<file path="config.mk">
export PLATFORM = sky130hd
export DESIGN_NAME = gpe_event_ctrl
export DESIGN_NICKNAME = d
export VERILOG_FILES = /design/src/rtl/gpe_pkg.sv /design/src/rtl/gpe_bus_decode.sv /design/src/rtl/gpe_flag_cell.sv /design/src/rtl/gpe_status_bank.sv /design/src/rtl/gpe_enable_reg.sv /design/src/rtl/gpe_sci_gen.sv /design/src/rtl/gpe_event_ctrl.sv
export SDC_FILE = /design/constraint.sdc
export NUM_CORES = 1
export LEC_CHECK = 0
export ABC_AREA = 1
export BUFFER_PORTS_ARGS = -buffer_cell sky130_fd_sc_hd__buf_2
export CAP_MARGIN = 20
export CORE_ASPECT_RATIO = 1.5
export CORE_UTILIZATION = 29
export CTS_CLUSTER_DIAMETER = 100
export DETAILED_ROUTE_END_ITERATION = 16
export PLACE_DENSITY = 0.57
export SLEW_MARGIN = 20
export SYNTH_ARGS = -nofsm -noshare
export SYNTH_HDL_FRONTEND = slang
export SYNTH_SLANG_ARGS = --single-unit
</file>
<file path="constraint.sdc">
create_clock -name clk -period 1.1 [get_ports clk]
set_input_delay 0.055 -clock clk [delete_from_list [all_inputs] [get_ports clk]]
set_output_delay 0.055 -clock clk [all_outputs]
set_load 0.03 [all_outputs]
</file>
<file path="src/rtl/gpe_pkg.sv">
// Package: shared defaults and the bus access decode type for the
// general-purpose event controller.
package gpe_pkg;

    localparam int GPE_DATA_W   = 32;
    localparam int GPE_ADDR_W   = 8;
    localparam int GPE_WORK_W   = 24;
    localparam int GPE_RSVD_LO  = 22;
    localparam int GPE_RSVD_HI  = 29;
    localparam int GPE_STS_OFF  = 'h18;
    localparam int GPE_EN_OFF   = 'h1C;

    // One decoded bus access per cycle.
    typedef enum logic [2:0] {
        ACC_IDLE   = 3'd0,
        ACC_STS_RD = 3'd1,
        ACC_STS_WR = 3'd2,
        ACC_EN_RD  = 3'd3,
        ACC_EN_WR  = 3'd4,
        ACC_MISS   = 3'd5
    } gpe_acc_e;

endpackage

</file>
<file path="src/rtl/gpe_bus_decode.sv">
// gpe_bus_decode: turns the valid/write/offset triple into one access kind.
// Assumes at most one access per cycle and exact offset matching (no aliasing).
module gpe_bus_decode
    import gpe_pkg::*;
#(
    parameter int ADDR_W     = GPE_ADDR_W,
    parameter int STS_OFFSET = GPE_STS_OFF,
    parameter int EN_OFFSET  = GPE_EN_OFF
) (
    input  logic              bus_valid,
    input  logic              bus_write,
    input  logic [ADDR_W-1:0] bus_offset,
    output gpe_acc_e          acc
);

    localparam logic [ADDR_W-1:0] STS_A = ADDR_W'(STS_OFFSET);
    localparam logic [ADDR_W-1:0] EN_A  = ADDR_W'(EN_OFFSET);

    // Classify the current bus cycle.
    always_comb begin
        if (!bus_valid) begin
            acc = ACC_IDLE;
        end else if (bus_offset == STS_A) begin
            acc = bus_write ? ACC_STS_WR : ACC_STS_RD;
        end else if (bus_offset == EN_A) begin
            acc = bus_write ? ACC_EN_WR : ACC_EN_RD;
        end else begin
            acc = ACC_MISS;
        end
    end

endmodule

</file>
<file path="src/rtl/gpe_flag_cell.sv">
// gpe_flag_cell: one sticky event flag.
// Priority at each edge: domain wipe, then event set, then software clear.
// KEEP=0 makes a reserved position that never leaves 0.
// WIPE_EN=0 makes a standby-domain flag that ignores the wipe input.
module gpe_flag_cell #(
    parameter bit KEEP    = 1'b1,
    parameter bit WIPE_EN = 1'b1
) (
    input  logic clk,
    input  logic rst_n,
    input  logic evt,
    input  logic clr,
    input  logic wipe,
    output logic flag
);

    logic flag_q;
    logic flag_d;

    // Next-state rule: a wipe beats an event, and an event beats a clear.
    always_comb begin
        if (wipe && WIPE_EN) begin
            flag_d = 1'b0;
        end else if (evt) begin
            flag_d = 1'b1;
        end else if (clr) begin
            flag_d = 1'b0;
        end else begin
            flag_d = flag_q;
        end
        flag_d = flag_d & KEEP;
    end

    // Flag storage with synchronous reset.
    always_ff @(posedge clk) begin
        if (!rst_n) begin
            flag_q <= 1'b0;
        end else begin
            flag_q <= flag_d;
        end
    end

    assign flag = flag_q;

endmodule

</file>
<file path="src/rtl/gpe_status_bank.sv">
// gpe_status_bank: the full row of event flags. Each bit gets a flag cell
// configured by its domain and by whether it is reserved.
// Assumes clr_vec is already qualified by a status-register write.
module gpe_status_bank #(
    parameter int               DATA_W    = 32,
    parameter int               WORK_W    = 24,
    parameter logic [DATA_W-1:0] RSVD_MASK = '0
) (
    input  logic              clk,
    input  logic              rst_n,
    input  logic [DATA_W-1:0] evt_vec,
    input  logic [DATA_W-1:0] clr_vec,
    input  logic              standby,
    output logic [DATA_W-1:0] flags
);

    // One cell per bit position; the parameters pick the variant.
    for (genvar i = 0; i < DATA_W; i++) begin : g_bit
        gpe_flag_cell #(
            .KEEP   (!RSVD_MASK[i]),
            .WIPE_EN(i < WORK_W)
        ) u_cell (
            .clk (clk),
            .rst_n(rst_n),
            .evt (evt_vec[i]),
            .clr (clr_vec[i]),
            .wipe(standby),
            .flag(flags[i])
        );
    end

endmodule

</file>
<file path="src/rtl/gpe_enable_reg.sv">
// gpe_enable_reg: plain read/write enable register. Reserved positions are
// masked on load, so they hold 0 and read back 0.
module gpe_enable_reg #(
    parameter int                DATA_W    = 32,
    parameter logic [DATA_W-1:0] RSVD_MASK = '0
) (
    input  logic              clk,
    input  logic              rst_n,
    input  logic              load,
    input  logic [DATA_W-1:0] wdata,
    output logic [DATA_W-1:0] enables
);

    logic [DATA_W-1:0] en_q;

    // Load the masked write data on an enable-register write.
    always_ff @(posedge clk) begin
        if (!rst_n) begin
            en_q <= '0;
        end else if (load) begin
            en_q <= wdata & ~RSVD_MASK;
        end
    end

    assign enables = en_q;

endmodule

</file>
<file path="src/rtl/gpe_sci_gen.sv">
// gpe_sci_gen: registered AND-OR reduction of the flags and enables into the
// interrupt level. The register adds one cycle of latency by design.
module gpe_sci_gen #(
    parameter int DATA_W = 32
) (
    input  logic              clk,
    input  logic              rst_n,
    input  logic [DATA_W-1:0] flags,
    input  logic [DATA_W-1:0] enables,
    output logic              sci
);

    logic sci_q;

    // Sample the reduced interrupt request each cycle.
    always_ff @(posedge clk) begin
        if (!rst_n) begin
            sci_q <= 1'b0;
        end else begin
            sci_q <= |(flags & enables);
        end
    end

    assign sci = sci_q;

endmodule

</file>
<file path="src/rtl/gpe_event_ctrl.sv">
// gpe_event_ctrl: top level of the general-purpose event controller.
// It ties together the decode, the flag bank, the enable register, the
// interrupt generator and the combinational read mux.
// Assumes the event inputs are synchronous to clk.
module gpe_event_ctrl
    import gpe_pkg::*;
#(
    parameter int DATA_W     = GPE_DATA_W,
    parameter int ADDR_W     = GPE_ADDR_W,
    parameter int WORK_W     = GPE_WORK_W,
    parameter int RSVD_LO    = GPE_RSVD_LO,
    parameter int RSVD_HI    = GPE_RSVD_HI,
    parameter int STS_OFFSET = GPE_STS_OFF,
    parameter int EN_OFFSET  = GPE_EN_OFF
) (
    input  logic              clk,
    input  logic              rst_n,
    input  logic              bus_valid,
    input  logic              bus_write,
    input  logic [ADDR_W-1:0] bus_offset,
    input  logic [DATA_W-1:0] bus_wdata,
    output logic [DATA_W-1:0] bus_rdata,
    input  logic [DATA_W-1:0] gpe_evt,
    input  logic              standby,
    output logic              sci
);

    localparam logic [DATA_W-1:0] ONES      = {DATA_W{1'b1}};
    localparam logic [DATA_W-1:0] RSVD_MASK =
        (ONES >> (DATA_W - 1 - RSVD_HI)) & (ONES << RSVD_LO);

    gpe_acc_e          acc;
    logic [DATA_W-1:0] sts_q;
    logic [DATA_W-1:0] en_q;
    logic [DATA_W-1:0] clr_vec;

    gpe_bus_decode #(
        .ADDR_W    (ADDR_W),
        .STS_OFFSET(STS_OFFSET),
        .EN_OFFSET (EN_OFFSET)
    ) u_decode (
        .bus_valid (bus_valid),
        .bus_write (bus_write),
        .bus_offset(bus_offset),
        .acc       (acc)
    );

    // The write-1-to-clear vector applies only on a status-register write.
    always_comb begin
        clr_vec = (acc == ACC_STS_WR) ? bus_wdata : '0;
    end

    gpe_status_bank #(
        .DATA_W   (DATA_W),
        .WORK_W   (WORK_W),
        .RSVD_MASK(RSVD_MASK)
    ) u_status (
        .clk    (clk),
        .rst_n  (rst_n),
        .evt_vec(gpe_evt),
        .clr_vec(clr_vec),
        .standby(standby),
        .flags  (sts_q)
    );

    gpe_enable_reg #(
        .DATA_W   (DATA_W),
        .RSVD_MASK(RSVD_MASK)
    ) u_enable (
        .clk    (clk),
        .rst_n  (rst_n),
        .load   (acc == ACC_EN_WR),
        .wdata  (bus_wdata),
        .enables(en_q)
    );

    gpe_sci_gen #(
        .DATA_W(DATA_W)
    ) u_sci (
        .clk    (clk),
        .rst_n  (rst_n),
        .flags  (sts_q),
        .enables(en_q),
        .sci    (sci)
    );

    // Read-back mux: the same-cycle value of the selected register, else zero.
    always_comb begin
        case (acc)
            ACC_STS_RD: bus_rdata = sts_q;
            ACC_EN_RD:  bus_rdata = en_q;
            default:    bus_rdata = '0;
        endcase
    end

endmodule

</file>
==> flow_summary.yaml, run 1 <==
detailed_routing:
  drt_iter0_drc: 123
  vias: 2897
  route.detailed.drc: 0
  dr.pass1.iters: 4
  finalWirelength_um: 8000
  avgViaCountPerCell: 4.51
  post_drt_wl_per_cell_um: 12.4
  ant_nets: 0
status:
  violations: "setup timing"
  status: "finished, violations left"
synth:
  yosys_warnings: 0
  yosys.cell_count.top_type: "nand2_1"
  synth.top_cells.by_area: "dfxtp_1, nand2_1, inv_1"
  netlist_area_um2: 2770
  ys_async_sr_fraction_pct: 0
  syn_avg_cell_area_um2: 6.43
  synth_edf_count: 0
  synth-main-ff-cell: "dfxtp_1"
  ys_seq_area_share_pct: 35.4
  synth_top_area_share_pct: 35.4
  synth_top_area_cell: "dfxtp_1"
  synth_cells: 431
  yosys-top-cells-count: "nand2_1, inv_1, nor2_1"
  ys_ff_latch: 49
  synth_cell_types: 24
floorplan:
  io_pins: 110
  dieArea_um2: 9960
  die_x_um: 81.8
  rows: 43
  die_y_um: 122
  start_util_pct: 29.9
  coreArea_um2: 9250
critical_path:
  critPathLaunch: "bus_offset[7]"
  reg2reg_from: "u_status.g_bit[13].u_cell.flag"
  arrival_ns: 1.18
  worstPathMaxFanout: 6
  r2r_end: "u_sci.sci"
  ff2ff_path_depth: 6
  cp-start-kind: "input port"
  crit_path_end_kind: "primary output"
  crit_required_ns: 1.04
  endpoint: "bus_rdata[31]"
  critPathKind: "input port to primary output"
  r2r_setup_slack_ns: 0.11
clocking:
  cts_tree: "built"
  numCtsBuffers: 5
  ctsHtreeMaxLevel: 2
  cts.reportedPaths.clkPinSlew_ns: 0.06
  cts.root.buffer_cell: "clkbuf_16"
  clock_latency_ns: 0.29
  cts_buffer_depth: 2
  cts.sinks: 49
global_routing:
  antenna_found_initial: 0
  grt_pass1_vias: 2727
  grt_overflow_total: 0
  grt_usage_pct: 16.6
  grt_pass1_wl_um: 12500
  grt_max_degree: 29
timing:
  fmax_mhz: 807
  setup_ws_ns: -0.139
  hold_viol_final: 0
  rsz0062_at_grt: "yes"
  drv_slew: 0
  finalCritPeriodShare_pct: 113
  min_period_ns: 1.24
  setup_viol: 24
  fin_skew_ns: 0.00654
worst_hold_path:
  hold_path.class: "input port to flip-flop"
pwr:
  power_density_nw_per_um2: 1040
  p_leak_nw: 1.91
  peakVddDrop_uv: 827
finish:
  drive_gt1_share_pct: 28.6
  n_antenna_cell: 0
  final_nets: 607
  syn_to_final_growth_pct: 40.7
  fin_cells: 643
place:
  portBuffers: 85
  place_inst: 621
  place_congestion: 0.800
  dpl.hpwl_um: 5700
  place_ws_ns: -0.240
run:
  maxCapViolCount: 0
## layout by cell type, fill, tap and decap left out, types with 2 or more instances in the layout
cell / n
nor2_1: 55
buf_8: 2
buf_12: 2
buf_2: 55
a21oi_1: 25
o21ai_2: 22
buf_4: 13
conb_1: 8
inv_1: 80
nand2_2: 6
buf_6: 32
clkbuf_16: 5
nand2_1: 111
dfxtp_1: 49
o21ai_0: 9
dlygate4sd3_1: 12
nand4_1: 25
nor2_4: 5
nand3_2: 2
## metal layers
metal / routed length [um] / GRT usage, % / part of all wire [%]
met5: 0 / 0 / 0
met4: 140 / 6.36 / 1.8
met3: 341 / 2.62 / 4.3
met2: 4290 / 30.5 / 54
met1: 3230 / 18.4 / 40
## cell type report
type | count | area [um^2]
clock buffer | 6 | 129
sequential | 49 | 981
multi-input combinational | 277 | 1380
fill | 978 | 5360
inverter | 81 | 304
tap | 112 | 140
timing repair buffer | 116 | 923
clock inverter | 2 | 38.8
## worst min path at each step
| stage | startpoint | depth (start not counted) | slack, ns | to |
|---|---|---|---|---|
| 6_report | gpe_evt[13] | 3 | 0.003 | u_status.g_bit[13].u_cell.flag |
| 3_3_place_gp | gpe_evt[16] | 3 | 0.30 | u_status.g_bit[16].u_cell.flag |
| 5_1_grt | gpe_evt[16] | 3 | 0.008 | u_status.g_bit[16].u_cell.flag |
| 3_5_place_dp | gpe_evt[19] | 3 | 0.30 | u_status.g_bit[19].u_cell.flag |
| 4_1_cts | bus_wdata[20] | 3 | 0.002 | u_enable.enables[20] |
| 2_1_floorplan | gpe_evt[30] | 2 | 0.19 | u_status.g_bit[30].u_cell.flag |
## timing repair
item                                   4_1_cts  5_1_grt
cloned                                       1        0
endpoints found under the hold margin       12        0
setup buffers                                1        0
hold buffers                                12        0
setup endpoints to repair                   24       24
gates resized for setup                     67       16
pin swaps                                    3        3
## worst max-delay path: stages
cell and delay [ns]:
buf_6 0.10, nor2_4 0.10, nand2_2 0.09, nor2_4 0.13, and3_4 0.23, buf_6 0.14, nand2_1 0.05, o21ai_1 0.09
buf_4 0.18
## cells by family after synthesis
kind of cell,Yosys count,synth area share [%]
DFF,49,35.4
buffers and inverters,112,18.3
other,1,0.135
and+or+nand+nor,210,32.7
AOI/OAI and AO/OA,59,13.4
## stage by stage
step / hold slack (ns) / cell area, um^2 / power, mW / TNS, ns / utilization, %
6_report: 0.00320 / 3900 / 4.04 / -2.27 / 42.1
3_5_place_dp: 0.298 / 3310 / 2.27 / -12.40 / 35.8
3_3_place_gp: 0.295 / 3310 / 2.26 / -11.88 / 35.8
4_1_cts: 0.00160 / 3840 / 4.08 / -2.74 / 41.5
5_1_grt: 0.00800 / 3900 / 4.23 / -3.76 / 42.1
2_1_floorplan: 0.189 / 2800 / 2.09 / -1.11 / -
## sequential cells by signal (all words and copies together), names as in the netlist
signal / count
u_enable.enables: 24
u_status.g_bit.u_cell.flag: 24
u_sci.sci: 1
## where the power goes
group / total, mW / switching [mW] / internal (mW)
Clock: 1.75 / 0.671 / 1.08
Sequential: 1.85 / 0.0290 / 1.82
Combinational: 0.445 / 0.255 / 0.191
(Power assumes the default switching activity.)
==> run 2: changes to the inputs <==
--- a/config.mk
+++ b/config.mk
@@ -9,10 +9,10 @@
 export BUFFER_PORTS_ARGS = -buffer_cell sky130_fd_sc_hd__buf_2
 export CAP_MARGIN = 20
 export CORE_ASPECT_RATIO = 1.5
-export CORE_UTILIZATION = 29
+export CORE_UTILIZATION = 49
 export CTS_CLUSTER_DIAMETER = 100
 export DETAILED_ROUTE_END_ITERATION = 16
-export PLACE_DENSITY = 0.57
+export PLACE_DENSITY = 0.86
 export SLEW_MARGIN = 20
 export SYNTH_ARGS = -nofsm -noshare
 export SYNTH_HDL_FRONTEND = slang
==> run 2 against run 1 <==
Sequential share of layout area shrank 0.52 points. First-iteration DRC count grew 66%. Final area rose by 2.2%. Non-clock buffer count increased by 11. Clock power down 14%. The flow finishes with violations (hold timing, setup timing). Core utilization grew 31 points. Power down 5.3%. Register-to-register slack got worse by 0.02 ns. Critical path type unchanged. Global-route usage is 11 points higher. Highest routed layer unchanged. Worst setup slack got worse by 0.017 ns. Wire length grew 2.9%.
==> flow_summary.yaml, run 2 (synthesis gave the netlist of run 1 again) <==
global_routing:
  grt_pass1_vias: 3020
  use_met3_pct: 4.85
  met1_usage_pct: 29.4
  grt_usage_pct: 27.4
  grt_max_degree: 49
  grtUsageMet2_pct: 49.4
  grt_pass1_wl_um: 12800
  antenna_found_initial: 0
  grt_overflow_total: 0
  grt.busiest_layer: "met2"
critical_path:
  critPathKind: "input port to primary output"
  crit_required_ns: 1.04
  ff2ff_path_depth: 6
  crit_path_end_kind: "primary output"
  critPathLaunch: "bus_offset[7]"
  r2r_end: "u_sci.sci"
  worstPathMaxFanout: 5
  reg2reg_from: "u_status.g_bit[10].u_cell.flag"
  arrival_ns: 1.20
  r2r_setup_slack_ns: 0.09
  cp-start-kind: "input port"
  endpoint: "bus_rdata[21]"
floorplan:
  io_pins: 110
  coreArea_um2: 5450
  rows: 33
  dieArea_um2: 5960
  die_x_um: 63.4
  die_y_um: 94.1
  start_util_pct: 50.8
finish:
  drive_gt1_share_pct: 30.4
  stdcell_area_um2: 3990
  syn_to_final_growth_pct: 43.9
  utilization_pct: 73.1
  n_antenna_cell: 0
  layout_common_cells: "nand2_1, inv_1, buf_2"
  layout_commonest_cell: "nand2_1"
  final_nets: 618
detailed_routing:
  post_drt_wl_per_cell_um: 13.5
  ant_nets: 0
  avgViaCountPerCell: 5.07
  vias: 3103
  dr.pass1.iters: 5
  route.detailed.drc: 0
  drt_iter0_drc: 204
  finalWirelength_um: 8230
timing:
  hold_viol_final: 1
  fmax_mhz: 796
  finalCritPeriodShare_pct: 114
  drv_slew: 0
  setup_ws_ns: -0.156
  rsz0062_at_grt: "yes"
  fin_skew_ns: 0.0102
  hold_ws_ns: -0.00188
  setup_viol: 24
  min_period_ns: 1.26
run:
  maxCapViolCount: 0
place:
  portBuffers: 85
  place_congestion: 0.827
  post_dp_cell_area_um2: 3240
  dpl.hpwl_um: 5050
worst_hold_path:
  hold_path.class: "input port to flip-flop"
clocking:
  ctsHtreeMaxLevel: 2
  cts_tree: "built"
  cts.reportedPaths.clkPinSlew_ns: 0.09
  cts.sinks: 49
  cts_setup_buffers: 0
  cts_buffer_depth: 2
  clock_latency_ns: 0.30
  numCtsBuffers: 5
  cts.root.buffer_cell: "clkbuf_8"
status:
  violations: "hold timing, setup timing"
  status: "finished, violations left"
pwr:
  peakVddDrop_uv: 859
  power_density_nw_per_um2: 961
  p_leak_nw: 2.00
  total_power_mw: 3.83
-- run 2: changes by cell type in the layout (fill, tap and decap cells not counted), moves of 2 or more --
cell	delta
nand2_4	+3
nand2_1	-13
clkbuf_8	+5
dlygate4sd3_1	+14
clkbuf_16	-5
buf_2	+2
nand2_2	+10
buf_8	-2
buf_4	-4
buf_12	+2
-- run 2: what timing repair did --
item                                   CTS  global route
gates cloned                             2             0
hold buffers                            25             1
endpoints found under the hold margin   25             1
pin swaps                                4             6
resized for setup                       72            30
setup endpoints to repair               24            24
-- run 2: routing by layer --
layer  vias up  part of all wire [%]
met2       136                    52
met5         -                     0
met4         0                   3.3
met1      1421                    38
li1       1520                     -
met3        26                   5.8
-- run 2: report_power, final --
part	internal [mW]	switching, mW
clock network	0.903	0.608
registers	1.82	0.0320
logic	0.209	0.260
total	2.93	0.900
-- run 2: metrics by stage --
stage                     hold WS [ns]  TNS (ns)  std cells  worst slack [ns]
final                         -0.00188     -3.02        612            -0.156
after CTS                    0.0000246     -2.97        611            -0.142
after global routing          0.000746     -4.39        612            -0.209
after global placement           0.294     -8.06        576            -0.213
after detailed placement         0.301    -12.78        576            -0.276
after floorplan                  0.189     -1.11        438           -0.0509
-- run 2: area by class of cell --
type	instances	area, um^2
well taps	70	87.6
inverters	81	304
clock inverters	3	65.1
repair buffers	127	1040
multi-input cells	277	1440
fillers	407	1470
flip-flops and latches	49	982
clock buffers	5	68.8
-- run 2: worst max-delay path, cell delays in order --
cell	delay (ns)
buf_2	0.12
nor2_4	0.08
nand2_2	0.10
nor2_4	0.13
and3_4	0.26
buf_6	0.14
nand2_1	0.08
o21ai_2	0.08
buf_6	0.15
-- run 2: how the worst min path moves through the flow --
stage               slack (ns)  cells after the start           from                              to
floorplan                 0.19                      2    gpe_evt[30]  u_status.g_bit[30].u_cell.flag
finish                  -0.002                      3  bus_wdata[20]            u_enable.enables[20]
detailed placement        0.30                      3    gpe_evt[11]  u_status.g_bit[11].u_cell.flag
global placement          0.29                      3     gpe_evt[5]   u_status.g_bit[5].u_cell.flag
CTS                    0.00002                      3     gpe_evt[6]   u_status.g_bit[6].u_cell.flag
global route            0.0007                      3     gpe_evt[8]   u_status.g_bit[8].u_cell.flag
